[config.mk]
export PLATFORM = sky130hd
export DESIGN_NAME = halfbridge_pwm
export DESIGN_NICKNAME = d
export VERILOG_FILES = /design/src/rtl/hb_pwm_pkg.sv /design/src/rtl/hb_prescaler.sv /design/src/rtl/hb_shadow_bank.sv /design/src/rtl/hb_period_counter.sv /design/src/rtl/hb_deadtime_fsm.sv /design/src/rtl/halfbridge_pwm.sv
export SDC_FILE = /design/constraint.sdc
export NUM_CORES = 1
export LEC_CHECK = 0
export ABC_AREA = 0
export BUFFER_PORTS_ARGS = -buffer_cell sky130_fd_sc_hd__buf_2
export CAP_MARGIN = 25
export CORE_ASPECT_RATIO = 1.1
export CORE_MARGIN = 4
export CORE_UTILIZATION = 40
export CTS_CLUSTER_SIZE = 28
export DETAILED_ROUTE_END_ITERATION = 10
export PLACE_DENSITY = 0.6
export REMOVE_ABC_BUFFERS = 1
export SLEW_MARGIN = 15
export SYNTH_ARGS = -nofsm -noshare
export SYNTH_HDL_FRONTEND = slang
export SYNTH_HIERARCHICAL = 1
export SYNTH_SLANG_ARGS = --single-unit
[constraint.sdc]
create_clock -name clk -period 5.3 [get_ports clk]
set_input_delay 0.53 -clock clk [delete_from_list [all_inputs] [get_ports clk]]
set_output_delay 0.53 -clock clk [all_outputs]
set_load 0.02 [all_outputs]
[src/rtl/hb_pwm_pkg.sv]
package hb_pwm_pkg;

    typedef enum logic [2:0] {
        HB_IDLE      = 3'd0,
        HB_DEAD_RISE = 3'd1,
        HB_HIGH_ON   = 3'd2,
        HB_DEAD_FALL = 3'd3,
        HB_LOW_ON    = 3'd4
    } hb_state_e;

endpackage

[src/rtl/hb_prescaler.sv]
module hb_prescaler #(
    parameter int PSC_W = 16
) (
    input  logic             clk,
    input  logic             rst_n,
    input  logic             run,
    input  logic [PSC_W-1:0] limit,
    output logic [PSC_W-1:0] pre_cnt,
    output logic             tick
);
    localparam logic [PSC_W-1:0] PRE_ZERO = '0;
    localparam logic [PSC_W-1:0] PRE_ONE  = PSC_W'(1);

    assign tick = run && (pre_cnt == limit);

    always_ff @(posedge clk or negedge rst_n) begin
        if (!rst_n) begin
            pre_cnt <= PRE_ZERO;
        end else if (!run || tick) begin
            pre_cnt <= PRE_ZERO;
        end else begin
            pre_cnt <= pre_cnt + PRE_ONE;
        end
    end

endmodule

[src/rtl/hb_shadow_bank.sv]
module hb_shadow_bank #(
    parameter int PSC_W = 16,
    parameter int CNT_W = 16,
    parameter int DT_W  = 8
) (
    input  logic             clk,
    input  logic             rst_n,
    input  logic             run,
    input  logic             wrap,
    input  logic [PSC_W-1:0] psc_in,
    input  logic [CNT_W-1:0] arr_in,
    input  logic [CNT_W-1:0] ccr_in,
    input  logic [DT_W-1:0]  dt_in,
    output logic [PSC_W-1:0] psc_act,
    output logic [CNT_W-1:0] arr_act,
    output logic [CNT_W-1:0] ccr_act,
    output logic [DT_W-1:0]  dt_act
);
    logic take;

    // Running copies follow the shadows while idle and at each wrap only.
    assign take = !run || wrap;

    always_ff @(posedge clk or negedge rst_n) begin
        if (!rst_n) begin
            psc_act <= '0;
            arr_act <= '0;
            ccr_act <= '0;
            dt_act  <= '0;
        end else if (take) begin
            psc_act <= psc_in;
            arr_act <= arr_in;
            ccr_act <= ccr_in;
            dt_act  <= dt_in;
        end
    end

endmodule

[src/rtl/hb_period_counter.sv]
module hb_period_counter #(
    parameter int CNT_W = 16
) (
    input  logic             clk,
    input  logic             rst_n,
    input  logic             run,
    input  logic             tick,
    input  logic [CNT_W-1:0] arr_act,
    input  logic [CNT_W-1:0] ccr_act,
    output logic [CNT_W-1:0] cnt,
    output logic             wrap,
    output logic             req_hi
);
    localparam logic [CNT_W-1:0] CNT_ZERO = '0;
    localparam logic [CNT_W-1:0] CNT_ONE  = CNT_W'(1);

    assign wrap   = tick && (cnt == arr_act);
    assign req_hi = run && (cnt < ccr_act);

    always_ff @(posedge clk or negedge rst_n) begin
        if (!rst_n) begin
            cnt <= CNT_ZERO;
        end else if (!run || wrap) begin
            cnt <= CNT_ZERO;
        end else if (tick) begin
            cnt <= cnt + CNT_ONE;
        end
    end

endmodule

[src/rtl/hb_deadtime_fsm.sv]
module hb_deadtime_fsm
    import hb_pwm_pkg::*;
#(
    parameter int DT_W = 8
) (
    input  logic            clk,
    input  logic            rst_n,
    input  logic            run,
    input  logic            req_hi,
    input  logic [DT_W-1:0] dt_act,
    output logic            gate_hi,
    output logic            gate_lo
);
    localparam logic [DT_W-1:0] D_ZERO = '0;
    localparam logic [DT_W-1:0] D_ONE  = DT_W'(1);

    hb_state_e       state, state_nx;
    logic [DT_W-1:0] dcnt, dcnt_nx;
    hb_state_e       rise_tgt, fall_tgt;
    logic [DT_W-1:0] entry_cnt;
    logic            no_gap;

    assign no_gap    = (dt_act == D_ZERO);
    assign rise_tgt  = no_gap ? HB_HIGH_ON : HB_DEAD_RISE;
    assign fall_tgt  = no_gap ? HB_LOW_ON  : HB_DEAD_FALL;
    assign entry_cnt = no_gap ? D_ZERO : D_ONE;

    always_comb begin
        state_nx = state;
        dcnt_nx  = dcnt;
        if (!run) begin
            state_nx = HB_IDLE;
            dcnt_nx  = D_ZERO;
        end else begin
            unique case (state)
                HB_IDLE: begin
                    state_nx = req_hi ? rise_tgt : fall_tgt;
                    dcnt_nx  = entry_cnt;
                end
                HB_HIGH_ON: begin
                    if (!req_hi) begin
                        state_nx = fall_tgt;
                        dcnt_nx  = entry_cnt;
                    end
                end
                HB_LOW_ON: begin
                    if (req_hi) begin
                        state_nx = rise_tgt;
                        dcnt_nx  = entry_cnt;
                    end
                end
                HB_DEAD_RISE: begin
                    if (!req_hi) begin
                        state_nx = fall_tgt;
                        dcnt_nx  = entry_cnt;
                    end else if (dcnt >= dt_act) begin
                        state_nx = HB_HIGH_ON;
                        dcnt_nx  = D_ZERO;
                    end else begin
                        dcnt_nx  = dcnt + D_ONE;
                    end
                end
                HB_DEAD_FALL: begin
                    if (req_hi) begin
                        state_nx = rise_tgt;
                        dcnt_nx  = entry_cnt;
                    end else if (dcnt >= dt_act) begin
                        state_nx = HB_LOW_ON;
                        dcnt_nx  = D_ZERO;
                    end else begin
                        dcnt_nx  = dcnt + D_ONE;
                    end
                end
                default: begin
                    state_nx = HB_IDLE;
                    dcnt_nx  = D_ZERO;
                end
            endcase
        end
    end

    // State register
    always_ff @(posedge clk or negedge rst_n) begin
        if (!rst_n) begin
            state <= HB_IDLE;
            dcnt  <= D_ZERO;
        end else begin
            state <= state_nx;
            dcnt  <= dcnt_nx;
        end
    end

    // Registered drives decoded from the next state
    always_ff @(posedge clk or negedge rst_n) begin
        if (!rst_n) begin
            gate_hi <= 1'b0;
            gate_lo <= 1'b0;
        end else begin
            gate_hi <= (state_nx == HB_HIGH_ON);
            gate_lo <= (state_nx == HB_LOW_ON);
        end
    end

endmodule

[src/rtl/halfbridge_pwm.sv]
module halfbridge_pwm #(
    parameter int PSC_W = 16,
    parameter int CNT_W = 16,
    parameter int DT_W  = 8
) (
    input  logic             clk,
    input  logic             rst_n,
    input  logic             en,
    input  logic [PSC_W-1:0] psc_in,
    input  logic [CNT_W-1:0] arr_in,
    input  logic [CNT_W-1:0] ccr_in,
    input  logic [DT_W-1:0]  dt_in,
    output logic             gate_hi,
    output logic             gate_lo
);
    logic [PSC_W-1:0] psc_act;
    logic [CNT_W-1:0] arr_act;
    logic [CNT_W-1:0] ccr_act;
    logic [DT_W-1:0]  dt_act;
    logic [PSC_W-1:0] pre_cnt;
    logic [CNT_W-1:0] cnt;
    logic             tick;
    logic             wrap;
    logic             req_hi;

    hb_shadow_bank #(
        .PSC_W(PSC_W), .CNT_W(CNT_W), .DT_W(DT_W)
    ) u_shadow (
        .clk(clk), .rst_n(rst_n), .run(en), .wrap(wrap),
        .psc_in(psc_in), .arr_in(arr_in), .ccr_in(ccr_in), .dt_in(dt_in),
        .psc_act(psc_act), .arr_act(arr_act), .ccr_act(ccr_act), .dt_act(dt_act)
    );

    hb_prescaler #(
        .PSC_W(PSC_W)
    ) u_pre (
        .clk(clk), .rst_n(rst_n), .run(en), .limit(psc_act),
        .pre_cnt(pre_cnt), .tick(tick)
    );

    hb_period_counter #(
        .CNT_W(CNT_W)
    ) u_cnt (
        .clk(clk), .rst_n(rst_n), .run(en), .tick(tick),
        .arr_act(arr_act), .ccr_act(ccr_act),
        .cnt(cnt), .wrap(wrap), .req_hi(req_hi)
    );

    hb_deadtime_fsm #(
        .DT_W(DT_W)
    ) u_fsm (
        .clk(clk), .rst_n(rst_n), .run(en), .req_hi(req_hi), .dt_act(dt_act),
        .gate_hi(gate_hi), .gate_lo(gate_lo)
    );

endmodule

==> flow_summary.ini, run 1 <==
[detailed_routing]
first_pass_iters = 4
drc = 0
via_count = 3767
drt_iter0_drc = 127
wl_per_cell_um = 15.3
viasPerCell = 5.04
ant_nets = 0
wirelength_um = 11400

[yosys]
ys_seq_area_share_pct = 44.2
synth_edf_count = 0
ys_ff_latch = 101
synthMuxAreaShare_pct = 13.8
synthXorXnorAreaFrac_pct = 9.96
synth_compound_area_share_pct = 6.61
yosys.area_share.simple_pct = 14.5
synth-adder-area-share_pct = 5.91
post-synth-top-count-cell = dfrtp_1
yosysTopAreaCell = dfrtp_1
avgSynthCellArea_um2 = 11.4
ys.flop_type = dfrtp_1
netlist_area_um2 = 5720
synth_warnings = 6
ys_top_cells_by_count = 101 x dfrtp_1, 52 x nor2_1, 42 x xnor2_1
synth-async-reset-ratio_pct = 100
syn_inst = 502
ys_types = 59
synth_top_family_by_area = simple AND/OR/NAND/NOR gates
synth_area_leaders = dfrtp_1 44%, mux2_4 11%, xnor2_1 6.4%
netlist.area_leader.share_pct = 44.2

[place]
io_buffers = 60
place_congestion = 0.792
dp_hpwl_um = 8090
dp.cells = 733
dp_slack_ns = 1.95

[floorplanning]
dieArea_um2 = 16300
fp.coreArea_um2 = 13900
ioPinCount = 61
die_h_um = 133
initial_core_util_pct = 41.1
die_w_um = 122
num_rows = 45

[grt]
grtUsageTotal_pct = 15.4
grt_antenna_before_repair = 0
gr-total-overflow = 0
first_global_vias = 3983
grt_pass1_wl_um = 20100
grt_max_degree = 62

[layout]
final_cells = 748
postLayoutCoreUtil_pct = 45.9
fill_cells = 1313
areaGrowthSynthToFinish_pct = 11.6
finalNetCount = 642
num_antenna_cells = 0
drive_above_1_share_pct = 26.3

[hold_path]
hp-class = in -> async

[setup_path]
crit_chain = ha_1 -> a21oi_1 -> o21ai_0 -> a2111oi_0 -> nor2_1 -> a311oi_1 -> buf_4 -> inv_1 -> ha_1 -> nor2_1 -> a2111oi_1 -> a31oi_1 -> nand3b_1 -> and3b_1
worstSetupPathType = reg -> reg
crit_slowest_cell = a2111oi_0
crit_buf_inv = 2
endpoint_kind = flop
critPathArrivalTime_ns = 3.69
regToRegStartpoint = u_cnt/cnt[7]
r2r_slack_ns = 1.91
critPathLaunchType = flop
crit-reg2reg-capture = u_fsm/gate_hi
required_ns = 5.59
ff2ff_path_depth = 14
crit_family = compound AO/OA/AOI/OAI gates
critical-path-max-stage-delay_ns = 0.49
crit_fanout = 11

[clocking]
cts_hold_buf = 0
clkTransAtPathRegs_ns = 0.07
max-clock-path-buffers = 2
postCtsSetupBuffers = 0
clock_latency_ns = 0.35
cts_made_buffers = 9
root_buffer = clkbuf_16
cts_resized = 0
htreeDepth = 3
clkSinkCount = 101
cts_tree = done

[sta]
finalHoldViolCount = 0
setup-tns-final_ns = 0
worstMarginPinSlew_ns = 1.01
finalCriticalPeriod_ns = 3.39
hold_ws_ns = 0.153
worst_slack_ns = 1.91
finalMaxSlewViolations = 0
period_share_pct = 64.1
fin_skew_ns = 0.00929
rsz0062_at_grt = false
maxSlewHeadroom_pct = 32.6
setup_violations = 0
max_freq_mhz = 295

[outcome]
status = finished, final reports clean

[flow_run]
max_cap_viol_count = 0

[power]
powerDensity_nw_per_um2 = 273
leakage_nw = 3.00
vdd_drop_max_mv = 0.160
==> report_power, final <==
part           leakage [nW]  internal [mW]  switching (mW)
sequential             1.28          0.819          0.0449
combinational          1.58          0.122           0.101
clock                 0.141          0.363           0.296
==> how the worst max path moves through the flow <==
| stage | start | end | slack, ns | depth (start not counted) |
|---|---|---|---|---|
| global placement | u_cnt/cnt[5] | u_fsm/gate_hi | 2.18 | 14 |
| detailed placement | u_cnt/cnt[7] | u_fsm/state[1] | 1.95 | 14 |
| finish | u_cnt/cnt[7] | u_fsm/gate_hi | 1.91 | 14 |
| global route | u_cnt/cnt[5] | u_fsm/gate_hi | 1.56 | 14 |
| CTS | u_cnt/cnt[7] | u_fsm/gate_hi | 1.92 | 14 |
| floorplan | u_cnt/cnt[7] | u_fsm/gate_hi | 1.69 | 13 |
==> routing by layer <==
| metal | vias to the layer above | share of wire [%] | GRT usage [%] |
|---|---|---|---|
| li1 | 1854 | - | - |
| met1 | 1833 | 47 | 20.4 |
| met2 | 65 | 47 | 24.6 |
| met3 | 15 | 4.3 | 3.99 |
| met4 | 0 | 1.6 | 5.17 |
| met5 | - | 0 | 0 |
==> flip-flops by register name (all words and copies together) (netlist names), 3 cells and up <==
signal	flops
u_cnt/cnt	16
u_pre/pre_cnt	16
u_shadow/arr_act	16
u_shadow/ccr_act	16
u_shadow/psc_act	16
u_fsm/dcnt	8
u_shadow/dt_act	8
u_fsm/state	3
==> cells in the final DEF (no fill, tap or decap), types with 4 or more instances in the layout <==
cell type    n
dfrtp_1    101
buf_2       59
nor2_1      52
xnor2_1     42
mux2_4      40
inv_1       29
ha_1        27
nand2_1     25
xor2_1      23
nand3_1     17
mux2_2      16
nand4_1     15
nor3_1      11
a21oi_1     10
clkbuf_16    9
nor4_1       8
o21ai_0      7
a21o_1       5
nor2b_1      4
==> logic make-up (layout without fill, tap and decap cells) <==
group	count (synthesis)	after routing
XOR/XNOR	65	65
multiplexers	57	57
flip-flops	101	101
adder cells (fa/ha/maj)	27	27
AND/OR/NAND/NOR	156	156
buffers and inverters	48	106
AO/OA/AOI/OAI	48	48
==> stage by stage <==
stage,area [um^2],power [mW]
floorplan,5540,1.02
global placement,6090,1.10
detailed placement,6090,1.10
CTS,6380,1.77
global route,6380,1.83
finish,6380,1.75
==> final cells by class <==
class                      instances  area [um^2]  share of cell area (%)
multi-input combinational        353         2900                    45.5
sequential                       101         2530                    39.6
timing repair buffer              62          318                    4.98
tap                              188          235                    3.69
clock buffer                       9          225                    3.53
inverter                          29          109                    1.71
clock inverter                     6         65.1                    1.02
Note: power is estimated with default switching activity, not from simulation.
==> inputs of run 2 (changes only) <==
==> constraint.sdc (replaced) <==
create_clock -name clk -period 3.3 [get_ports clk]
set_input_delay 0.33 -clock clk [delete_from_list [all_inputs] [get_ports clk]]
set_output_delay 0.33 -clock clk [all_outputs]
set_load 0.02 [all_outputs]
==> flow_summary.ini, run 2 (same netlist as run 1, synthesis figures left out) <==
[clocking]
clkTransAtPathRegs_ns = 0.07
max-clock-path-buffers = 2
clkSinkCount = 101
cts_tree = done
root_buffer = clkbuf_16
cts_made_buffers = 9
clock_latency_ns = 0.35
cts_hold_buf = 0
htreeDepth = 3

[place]
io_buffers = 60
placedInstanceArea_um2 = 6180
dp.cells = 741
dp_slack_ns = 0.157
dp_hpwl_um = 8310
place_congestion = 0.826

[sta]
fin_skew_ns = 0.00815
setup_violations = 0
finalCriticalPeriod_ns = 3.10
worst_slack_ns = 0.200
rsz0062_at_grt = false
maxSlewHeadroom_pct = 37.9
finalMaxSlewViolations = 0
setup-tns-final_ns = 0
period_share_pct = 93.9
max_freq_mhz = 323
worstMarginPinSlew_ns = 0.929
hold_ws_ns = 0.0374
finalHoldViolCount = 0

[setup_path]
ff2ff_path_depth = 14
required_ns = 3.51
worstSetupPathType = reg -> reg
worstSetupStartpoint = u_cnt/cnt[9]
endpoint_kind = flop
critPathLaunchType = flop
crit_fanout = 7
regToRegStartpoint = u_cnt/cnt[9]
critPathArrivalTime_ns = 3.31

[floorplanning]
dieArea_um2 = 16300
die_h_um = 133
die_w_um = 122
num_rows = 45
fp.coreArea_um2 = 13900
ioPinCount = 61
initial_core_util_pct = 41.1

[layout]
fill_cells = 1303
num_antenna_cells = 0
finalNetCount = 653
areaGrowthSynthToFinish_pct = 14.0
postLayoutCoreUtil_pct = 46.8
fin_area_um2 = 6520
final_cells = 760
final_common_cell = dfrtp_1
drive_above_1_share_pct = 28.1
layout_common_cells = 101 x dfrtp_1, 59 x buf_2, 52 x nor2_1, 42 x xnor2_1, 40 x mux2_4

[detailed_routing]
via_count = 3831
drt_iter0_drc = 195
wl_per_cell_um = 14.9
viasPerCell = 5.04
wirelength_um = 11300
first_pass_iters = 4
drc = 0
ant_nets = 0

[grt]
first_global_vias = 3970
grt_pass1_wl_um = 19400
grt_max_degree = 61
grt_antenna_before_repair = 0
gr-total-overflow = 0
grtUsageTotal_pct = 14.9

[flow_run]
max_cap_viol_count = 0

[power]
vdd_drop_max_mv = 0.261
leakage_nw = 3.08
report.power.total_mw = 2.84
powerDensity_nw_per_um2 = 437

[hold_path]
hp-class = in -> async

[outcome]
status = finished, final reports clean
[run 2: worst max-delay path: stages, from the launching register on]
cell       delay (ns)
dfrtp_1          0.43
ha_1             0.30
a21oi_1          0.15
o21ai_0          0.09
a2111oi_1        0.39
nor2_1           0.08
a311oi_1         0.26
buf_4            0.17
buf_4            0.12
nor4b_1          0.05
o21a_2           0.28
nor3_1           0.30
nand3_1          0.13
xor2_1           0.15
a21oi_1          0.05
[run 2: area by class of cell]
class | instances | area (um^2) | area share (%)
well taps | 188 | 235 | 3.61
flip-flops and latches | 101 | 2530 | 38.8
repair buffers | 73 | 425 | 6.53
clock inverters | 7 | 82.6 | 1.27
inverters | 29 | 109 | 1.67
clock buffers | 9 | 225 | 3.46
multi-input cells | 353 | 2910 | 44.7
[run 2: routing by layer]
layer	global-route usage, %	share of wire, %	vias up
li1	-	-	1882
met1	20.2	47	1861
met2	23.7	48	78
met3	2.72	4.0	10
met4	5.42	1.4	0
met5	0	0	-
[run 2: power by group]
part / switching, mW / internal (mW)
registers: 0.0706 / 1.31
logic: 0.164 / 0.202
clock network: 0.492 / 0.601
total: 0.727 / 2.12
[run 2: what timing repair did]
action,CTS,global route
endpoints found under the hold margin,0,0
buffers inserted,0,3
setup endpoints to repair,0,5
gates resized for setup,0,3
[run 2: path summary, 6_finish.rpt]
| path | slack, ns | endpoint |
|---|---|---|
| min in group clk | 0.20 | u_shadow/psc_act[8] |
| hold / removal | 0.04 | u_shadow/ccr_act[12] |
| setup reg to reg | 0.20 | u_fsm/dcnt[7] |
| max in group asynchronous | 2.42 | u_shadow/psc_act[6] |
| setup / recovery | 0.20 | u_fsm/dcnt[7] |
| hold reg to reg | 0.51 | u_shadow/ccr_act[0] |
